===== src/rtl/rm_pkg.sv =====
package rm_pkg;

  typedef struct packed {
    logic capture;    // latch run parameters this edge
    logic emit;       // current ring position is real and is sent
    logic last;       // this emission is the final one
    logic parRegion;  // ring position lies in the parity part
    logic parSel;     // 0: first parity, 1: second parity
  } rmCtl_t;

  function automatic logic [4:0] colPerm(input logic [4:0] c);
    logic [4:0] r;
    for (int i = 0; i < 5; i++) r[i] = c[4-i];
    return r;
  endfunction

endpackage


===== src/rtl/rm_ctrl.sv =====
module rm_ctrl #(
  parameter int ROW_W = 4,
  parameter int LEN_W = 9,
  parameter int E_W   = 16
) (
  input  logic               clk,
  input  logic               rstN,
  input  logic               start,
  input  logic [LEN_W-1:0]   lenD,
  input  logic [E_W-1:0]     lenE,
  input  logic [1:0]         rvIdx,
  input  logic               isNull,
  output rm_pkg::rmCtl_t     ctl,
  output logic [4:0]         col,
  output logic [ROW_W-1:0]   row,
  output logic [ROW_W-1:0]   rows,
  output logic               busy,
  output logic               rvErr
);
  logic [LEN_W:0]   dPlus;
  logic [ROW_W-1:0] rowsIn;
  logic [E_W-1:0]   eLim;
  logic [E_W-1:0]   emitted;
  logic             parRegion;
  logic             parSel;
  logic             rvOk;
  logic             rowWrap;

  assign dPlus   = {1'b0, lenD} + (LEN_W+1)'(31);
  assign rowsIn  = ROW_W'(dPlus >> 5);
  assign rvOk    = (rvIdx == 2'd0) || (rvIdx == 2'd2);
  assign rowWrap = (row == ROW_W'(rows - 1'b1));

  always_comb begin
    ctl.capture   = !busy && start && rvOk && (lenE != '0);
    ctl.emit      = busy && !isNull;
    ctl.last      = ctl.emit && (emitted == E_W'(eLim - 1'b1));
    ctl.parRegion = parRegion;
    ctl.parSel    = parSel;
  end

  always_ff @(posedge clk) begin
    if (!rstN) begin
      busy <= 1'b0; rvErr <= 1'b0; rows <= '0; eLim <= '0; emitted <= '0;
      row <= '0; col <= '0; parRegion <= 1'b0; parSel <= 1'b0;
    end else begin
      rvErr <= 1'b0;
      if (!busy) begin
        if (start && !rvOk) begin
          rvErr <= 1'b1;
        end else if (ctl.capture) begin
          busy    <= 1'b1;
          rows    <= rowsIn;
          eLim    <= lenE;
          emitted <= '0;
          row     <= '0;
          parSel  <= 1'b0;
          // ring start is always on a column boundary
          if (rvIdx == 2'd0) begin parRegion <= 1'b0; col <= 5'd2; end
          else               begin parRegion <= 1'b1; col <= 5'd9; end
        end
      end else begin
        if (ctl.emit) emitted <= emitted + 1'b1;
        if (ctl.last) busy <= 1'b0;
        if (!parRegion || parSel) begin
          parSel <= 1'b0;
          if (rowWrap) begin
            row <= '0;
            col <= col + 1'b1;
            if (col == 5'd31) parRegion <= !parRegion;
          end else begin
            row <= row + 1'b1;
          end
        end else begin
          parSel <= 1'b1;
        end
      end
    end
  end
endmodule


===== src/rtl/rm_datapath.sv =====
module rm_datapath #(
  parameter int MAX_ROWS = 8,
  parameter int ROW_W    = 4,
  parameter int LEN_W    = 9,
  parameter int ADDR_W   = 8
) (
  input  logic               clk,
  input  logic               rstN,
  input  logic               wrEn,
  input  logic [ADDR_W-1:0]  wrAddr,
  input  logic [2:0]         wrBits,
  input  logic [LEN_W-1:0]   lenD,
  input  rm_pkg::rmCtl_t     ctl,
  input  logic [4:0]         col,
  input  logic [ROW_W-1:0]   row,
  input  logic [ROW_W-1:0]   rows,
  output logic               isNull,
  output logic               bitOut,
  output logic               bitValid,
  output logic               bitLast
);
  localparam int YW    = ROW_W + 5;
  localparam int DEPTH = 32 * MAX_ROWS;

  logic [LEN_W-1:0]  dReg;
  logic [YW-1:0]     kpi, yBase, yInc, yPos, nulls;
  logic [ADDR_W-1:0] dataIdx;
  logic [2:0]        bankRd;
  logic [1:0]        bankSel;

  assign kpi     = {rows, 5'b0};
  assign yBase   = {row, rm_pkg::colPerm(col)};
  assign yInc    = YW'(yBase + 1'b1);
  assign yPos    = (ctl.parRegion && ctl.parSel) ? ((yInc == kpi) ? '0 : yInc) : yBase;
  assign nulls   = YW'(kpi - YW'(dReg));
  assign isNull  = (yPos < nulls);
  assign dataIdx = ADDR_W'(yPos - nulls);
  assign bankSel = !ctl.parRegion ? 2'd0 : (ctl.parSel ? 2'd2 : 2'd1);

  for (genvar s = 0; s < 3; s++) begin : g_bank
    logic mem [DEPTH];
    always_ff @(posedge clk) begin
      if (wrEn) mem[wrAddr] <= wrBits[s];
    end
    assign bankRd[s] = mem[dataIdx];
  end

  always_ff @(posedge clk) begin
    if (!rstN) begin
      dReg <= '0; bitOut <= 1'b0; bitValid <= 1'b0; bitLast <= 1'b0;
    end else begin
      if (ctl.capture) dReg <= lenD;
      bitValid <= ctl.emit;
      bitLast  <= ctl.last;
      bitOut   <= ctl.emit ? bankRd[bankSel] : 1'b0;
    end
  end
endmodule


===== src/rtl/ratematch_selector.sv =====
module ratematch_selector #(
  parameter int MAX_ROWS = 8,
  parameter int E_W      = 16,
  localparam int ROW_W   = $clog2(MAX_ROWS + 1),
  localparam int ADDR_W  = $clog2(32 * MAX_ROWS),
  localparam int LEN_W   = $clog2(32 * MAX_ROWS + 1)
) (
  input  logic              clk,
  input  logic              rstN,
  input  logic              wrEn,
  input  logic [ADDR_W-1:0] wrAddr,
  input  logic [2:0]        wrBits,
  input  logic              start,
  input  logic [LEN_W-1:0]  lenD,
  input  logic [E_W-1:0]    lenE,
  input  logic [1:0]        rvIdx,
  output logic              bitOut,
  output logic              bitValid,
  output logic              bitLast,
  output logic              busy,
  output logic              rvErr
);
  rm_pkg::rmCtl_t   ctl;
  logic [4:0]       col;
  logic [ROW_W-1:0] row, rows;
  logic             isNull;

  rm_ctrl #(.ROW_W(ROW_W), .LEN_W(LEN_W), .E_W(E_W)) u_ctrl (
    .clk(clk), .rstN(rstN), .start(start), .lenD(lenD), .lenE(lenE),
    .rvIdx(rvIdx), .isNull(isNull), .ctl(ctl), .col(col), .row(row),
    .rows(rows), .busy(busy), .rvErr(rvErr));

  rm_datapath #(.MAX_ROWS(MAX_ROWS), .ROW_W(ROW_W), .LEN_W(LEN_W), .ADDR_W(ADDR_W)) u_dp (
    .clk(clk), .rstN(rstN), .wrEn(wrEn), .wrAddr(wrAddr), .wrBits(wrBits),
    .lenD(lenD), .ctl(ctl), .col(col), .row(row), .rows(rows),
    .isNull(isNull), .bitOut(bitOut), .bitValid(bitValid), .bitLast(bitLast));
endmodule


===== config.mk =====
export PLATFORM = sky130hd
export DESIGN_NAME = ratematch_selector
export DESIGN_NICKNAME = d
export VERILOG_FILES = /design/src/rtl/rm_pkg.sv /design/src/rtl/rm_ctrl.sv /design/src/rtl/rm_datapath.sv /design/src/rtl/ratematch_selector.sv
export SDC_FILE = /design/constraint.sdc
export NUM_CORES = 1
export LEC_CHECK = 0
export BUFFER_PORTS_ARGS = -buffer_cell sky130_fd_sc_hd__buf_2
export CAP_MARGIN = 20
export CORE_MARGIN = 3
export CORE_UTILIZATION = 45
export DETAILED_ROUTE_END_ITERATION = 12
export PLACE_DENSITY = 0.58
export SLEW_MARGIN = 30
export SYNTH_ARGS = -nofsm -noshare
export SYNTH_HDL_FRONTEND = slang
export SYNTH_SLANG_ARGS = --single-unit

===== constraint.sdc =====
create_clock -name clk -period 8.01 [get_ports clk]
set_input_delay 0.801 -clock clk [delete_from_list [all_inputs] [get_ports clk]]
set_output_delay 0.801 -clock clk [all_outputs]
set_load 0.03 [all_outputs]

# After elaboration in Yosys (flattened, before gate mapping)
# Memories as Yosys holds them, arrays and structs flattened.
# Index checks and enable logic that the tools add are counted.
totals:
  register_bits: 61
  output_inout_bits: 5
  ram_bits: 768
  memories: 3
  wordCells: 103
mem_list:
  columns: ["memory", "depth", "word_bits", "read_ports", "rd_clocked_by_memory_dff", "write_ports", "line_no", "source"]
  rows:
  - ["u_dp.g_bank[0].mem", 256, 1, 1, 0, 1, "rm_datapath.sv:41", "logic mem [DEPTH];"]
  - ["u_dp.g_bank[1].mem", 256, 1, 1, 0, 1, "rm_datapath.sv:41", null]
  - ["u_dp.g_bank[2].mem", 256, 1, 1, 0, 1, "rm_datapath.sv:41", null]
op_classes:
  add_sub_neg: 9
  mux: 39
  magnitude_cmp: 2
  bitwise_logic: 3
  eq_ne: 10
  reduce_logical: 24
ops:
  columns: ["operator", "n"]
  rows:
  - ["$mux W16", 4]
  - ["$mux W5", 5]
  - ["$mux W4", 6]
  - ["$mux W1", 19]
  - ["$mux W9", 2]
  - ["$add A16 B1 Y16 const B", 1]
  - ["$eq A16 B16 Y1", 1]
  - ["$reduce_bool A16 Y1", 1]
  - ["$sub A16 B1 Y16 const B", 1]
  - ["$add A9 B1 Y9 const B", 1]
  - ["$add A9 B5 Y9 const B", 1]
  - ["$eq A9 B9 Y1", 1]
  - ["$lt A9 B9 Y1", 1]
  - ["$reduce_and A3 Y1", 3]
  - ["$sub A9 B9 Y9", 1]
  - ["$sub A8 B8 Y8", 1]
  - ["$logic_and A1 B1 Y1", 7]
  - ["$ne A2 B2 Y1 const B", 3]
  - ["$add A5 B1 Y5 const B", 1]
  - ["$eq A5 B5 Y1 const B", 1]
  - ["$reduce_and A5 Y1", 1]
  - ["$add A4 B1 Y4 const B", 1]
  - ["$eq A4 B4 Y1", 1]
  - ["$logic_not A1 Y1", 4]
  - ["13 further kinds", 19]

# Logic depth before layout (Yosys ltp)
logic_depth:
  word_depth: 10
  mapped_depth: 25
  depth_no_buf: 22

# By module
# Synthesis repeated with hierarchy kept, for this count alone.
unflattened:
  cells_unflattened: 2078
  area_unflattened_um2: 35128.7
by_module_without_submodules:
  columns: ["module", "area_per_inst_um2", "cells_per_inst", "n_inst"]
  rows:
  - ["rm_datapath", 32044.5, 1713, 1]
  - ["rm_ctrl", 3084.2, 365, 1]

# Least setup slack after synthesis
# OpenSTA, ideal clock, no wires.
synth_timing:
  path_type: "reg2reg"
  startpoint: "register u_ctrl.col[2]"
  endpoint: "register u_dp.bitOut"
  t_arrival_ns: 4.802
  setup_slack_ns: 3.083
  synth_period_minus_slack_ns: 4.927
  path_stages_with_launch: 25
  setup_ns: 0.125
  n_path_buf: 2
  cell_sequence: "dfxtp_1 clkbuf_1 and3_1 nand2_1 nor2_1 xnor2_1 xnor2_1 nor4_1 nand2b_1 nor2_1 a21oi_1 ha_1 inv_1 fa_1 a211oi_1 nor2_2 xnor2_2 buf_6 mux4_2 mux2i_1 nand2_1 a31oi_1 o22ai_1 nand2_1 a21boi_1"
synth_via:
  elab_chain_cells: 8
synth_lines:
  columns: ["element", "line_no", "source"]
  rows:
  - ["start: declaration", "rm_ctrl.sv:14", "output logic [4:0] col,"]
  - ["start signal: assignment", "rm_ctrl.sv:69", "col <= col + 1'b1;"]
  - ["$add A9 B1 Y9", "rm_datapath.sv:33", "assign yInc = YW'(yBase + 1'b1);"]
  - ["$eq A9 B9 Y1", "rm_datapath.sv:34", "assign yPos = (ctl.parRegion && ctl.parSel) ? ((yInc == kpi) ? '0 : yInc) : yBase;"]
  - ["$mux W9", "rm_datapath.sv:34", null]
  - ["$mux W9 (*)", "rm_datapath.sv:34", null]
  - ["$sub A8 B8 Y8 or $lt A9 B9 Y1 (tied branches)", "rm_datapath.sv:37, rm_datapath.sv:36", null]
  - ["$mem_v2 Z256 W1 or $logic_not A1 Y1 (tied branches)", null, null]
  - ["$bmux W1 S2 or $logic_and A1 B1 Y1 (tied branches)", "rm_datapath.sv:55, rm_ctrl.sv:36", null]
  - ["$mux W1 (implied by the code) or $reduce_and A2 Y1 (tied branches)", null, null]
  - ["end signal: assignment", "rm_datapath.sv:55", "bitOut <= ctl.emit ? bankRd[bankSel] : 1'b0;"]
  - ["end: declaration", "rm_datapath.sv:18", "output logic bitOut,"]
# Every way passes the cells marked *; elsewhere a longest branch is shown, timed or not. The select of a mux whose other input is x is not followed.
# A chain may end at the register's enable or synchronous reset.

# Final worst setup path
layout_timing:
  startpoint: "register u_ctrl.col[4]"
  endpoint: "register u_dp.bitOut"
# The elaborated chain is that of the path after synthesis.

==> metrics.txt <==
Initial Util=45.6%; CTS tree=built; synth warn=0; Syn Area/Cell=16.7 um2; postcts setup bufs=0; CTS sink count=829; Final Core Density=51.3%; peak supply drop=0.187 mV; root buffer cell=clkbuf_16; via count=18838; worst r2r path cells=20; final WL=86000 um; worst setup path startpoint=u_ctrl.col[4]$_SDFFE_PN0P_; vias per cell=5.81; Int Pwr=7.75 mW; Reg clk slew, reported paths=0.06 ns; Hold Path Class=input port to register; outcome=finished, final reports clean; maxcap violations=0; cts bufs inserted=87; final worst path period share=81.8%; final setup fails=0; H-tree depth=3; CP cell instances=ha_1 -> nand2_1 -> nor2_1 -> xnor2_1 -> xnor2_1 -> nor4_1 -> nand2b_1 -> nor2_1 -> a21oi_1 -> ha_4 -> inv_1 -> fa_4 -> buf_4 -> mux4_2 -> mux4_2 -> and2_1 -> a2111oi_0 -> a2111oi_0 -> a221oi_1 -> a21boi_1; core area=0.0762 mm2; Final TNS setup=0 ns; crit path DAT=7.07 ns; distinct cell type count after synthesis=72; DRC errors left=0; PwrDens=269 mW/mm2; DRT antenna net count=0; Die Width=284 um; n_diodes=0; gr ovfl total=0; number of global-route vias before repair=19487; RR Startpoint=u_ctrl.col[4]$_SDFFE_PN0P_; Pleak=12.5 nW; post-synthesis sequential area ratio=69.8%; post-synthesis register bit count=829; RSZ-0062 raised after global routing=no; Post-Syn Nets=2148; Req. time, crit path=8.52 ns; die area=0.0807 mm2; sequential share of power=45.3%; DR WL/cell=26.5 um; total track usage=21.5%; # rows=101; EDFF count, synth=768; Placer Congestion=0.797; Worst setup SP type=register; fin crit period=6.55 ns; Detail Placement HPWL=52700 um; skew final=0.0186 ns; NumNets Final=2209; critical path endpoint category=register; FFs w/ async S/R, synth=0%; Iter 0 DRT Violations=1737; RR Endpoint=u_dp.bitOut$_SDFF_PN0_; Mapped Cells=2085; first-pass GRT wire length=129000 um; input/output buffers=46; Relative slew margins=35.7%; Logic pwr share=16.6%; Cell Area, Synth=0.0348 mm2; setup slack, reg-to-reg=1.46 ns; Ports=47; worst-skew pair later-pin latency=0.63 ns; layout cells sized above 1=20.3%; hold bufs inserted after CTS=0; fmax=0.153 GHz; drt pass-1 iters=5; final hold violations=0; Setup crit end=u_dp.bitOut$_SDFF_PN0_; Primary FF master, synth=edfxtp_1; maximum root-to-sink buffer count=3; pre-CTS setup slack=1.43 ns; post-cts sizing count=0; initial antenna violation count=2; Die Height=284 um; Clk network pwr share=38.0%; Crit path largest cell delay=1.21 ns; WS Path Type=register to register; Sw Ratio=26.3%; Worst Max-Slew Pin Slew=0.964 ns; P&R area growth vs syn=12.5%; Psw=2.77 mW; total power=10.5 mW; Critical Path Slowest Stage Cell=fa_4; CP max FO=37; largest net degree at the start of global routing=113; Pins Over Slew Limit=0; slack of the critical path=1.46 ns; min-delay src=lenD[1]
worst max-delay path, delay by kind of cell (launching register included):
family / cells / cell delay [ns]
AO/OA/AOI/OAI: 5 / 1.38
XOR/XNOR: 2 / 0.27
adder cells (fa/ha/maj): 3 / 1.71
buffers and inverters: 2 / 0.40
flip-flops: 1 / 0.51
multiplexers: 2 / 0.84
AND/OR/NAND/NOR: 6 / 1.27
layout by cell type, fill, tap and decap left out, types with 6 or more instances in the layout:
master,synthesis,routed
edfxtp_1,768,768
o21ai_0,18,17
mux2i_1,44,44
nand2_2,0,8
nand4_1,11,11
buf_4,12,34
buf_12,1,7
and3_1,16,16
nand3_1,50,46
xnor2_1,31,30
dfxtp_1,61,61
clkbuf_1,70,10
o21a_1,6,6
mux4_1,14,14
inv_1,17,17
nor4_1,11,11
ha_1,20,19
a31oi_1,8,8
buf_6,11,6
nor3_1,11,11
nand2_1,159,151
a2111oi_0,8,8
mux4_2,197,197
clkinv_2,0,15
a21oi_1,45,45
bufinv_16,0,8
a211oi_1,8,8
clkbuf_16,0,90
nor2_1,323,323
buf_2,17,43
nor2b_1,12,12
xor2_1,39,36
clkinv_1,0,18
nand2b_1,8,8
cell type report:
class	count	area (um2)
clock inverters	53	490
well taps	1030	1290
flip-flops and latches	829	24300
multi-input cells	1121	9970
inverters	17	63.8
repair buffers	90	678
clock buffers	105	2350
fillers	6244	37100
registers in the layout, summed over array words and instances, names as in the netlist:
register	flops
u_dp.g_bank.mem	768
u_ctrl.eLim	16
u_ctrl.emitted	16
u_dp.dReg	9
u_ctrl.col	5
u_ctrl.row	4
u_ctrl.rows	4
u_ctrl.busy	1
u_ctrl.parRegion	1
u_ctrl.parSel	1
u_ctrl.rvErr	1
u_dp.bitLast	1
u_dp.bitOut	1
u_dp.bitValid	1
cells in the mapped netlist, drive strengths merged, types with 16 or more instances:
| library cell | n | area share [%] |
|---|---|---|
| mux4 | 211 | 14 |
| edfxtp | 768 | 66 |
| clkbuf | 71 | 0.78 |
| ha | 20 | 0.72 |
| nand2 | 159 | 1.7 |
| nand3 | 50 | 0.72 |
| inv | 17 | 0.18 |
| xor2 | 39 | 0.98 |
| o21ai | 20 | 0.29 |
| a21oi | 46 | 0.69 |
| nor2 | 326 | 3.5 |
| mux2i | 44 | 1.3 |
| and3 | 16 | 0.29 |
| dfxtp | 61 | 3.5 |
| buf | 47 | 0.98 |
| xnor2 | 33 | 0.87 |
worst min-delay path by stage:
stage | endpoint | slack, ns | depth (start not counted)
global route | u_ctrl.eLim[8]$_SDFFE_PN0P_ | 0.40 | 3
detailed placement | u_dp.dReg[5]$_SDFFE_PN0P_ | 0.45 | 2
finish | u_dp.dReg[1]$_SDFFE_PN0P_ | 0.42 | 3
global placement | u_dp.dReg[5]$_SDFFE_PN0P_ | 0.45 | 2
floorplan | u_dp.dReg[5]$_SDFFE_PN0P_ | 0.44 | 2
CTS | u_dp.dReg[1]$_SDFFE_PN0P_ | 0.39 | 3
through the flow:
| stage | area (um2) | hold WS [ns] | cells |
|---|---|---|---|
| 5_1_grt | 39100 | 0.402 | 3245 |
| 3_3_place_gp | 36200 | 0.450 | 3085 |
| 6_report | 39100 | 0.420 | 3245 |
| 3_5_place_dp | 36300 | 0.451 | 3087 |
| 2_1_floorplan | 34800 | 0.436 | 2085 |
| 4_1_cts | 39100 | 0.388 | 3245 |
power by group through the flow:
stage | Combinational (mW) | Sequential (mW) | Clock, mW
after floorplan | 1.10 | 4.85 | 0
after global placement | 1.74 | 4.86 | 0
after detailed placement | 1.74 | 4.86 | 0
after CTS | 1.75 | 4.77 | 4.08
after global routing | 1.86 | 4.77 | 4.28
final | 1.75 | 4.77 | 4.00
layer usage:
metal	vias up	share of wire, %	GRT usage [%]
li1	8270	-	-
met3	167	6.9	5.24
met5	-	0.028	0
met1	9761	42	29.2
met2	636	48	34.6
met4	4	3.0	6.73
kinds of logic (layout without fill, tap and decap cells):
| family | after synthesis | in the layout | synth area share [%] |
|---|---|---|---|
| compound gates | 141 | 141 | 2.70 |
| xor+xnor | 72 | 72 | 1.86 |
| fa+ha+maj | 21 | 21 | 0.777 |
| buf+inv | 135 | 265 | 1.94 |
| flops | 829 | 829 | 69.8 |
| mux | 260 | 260 | 15.3 |
| simple gates | 627 | 627 | 7.65 |
No activity file was read; power rests on OpenSTA's default activity.
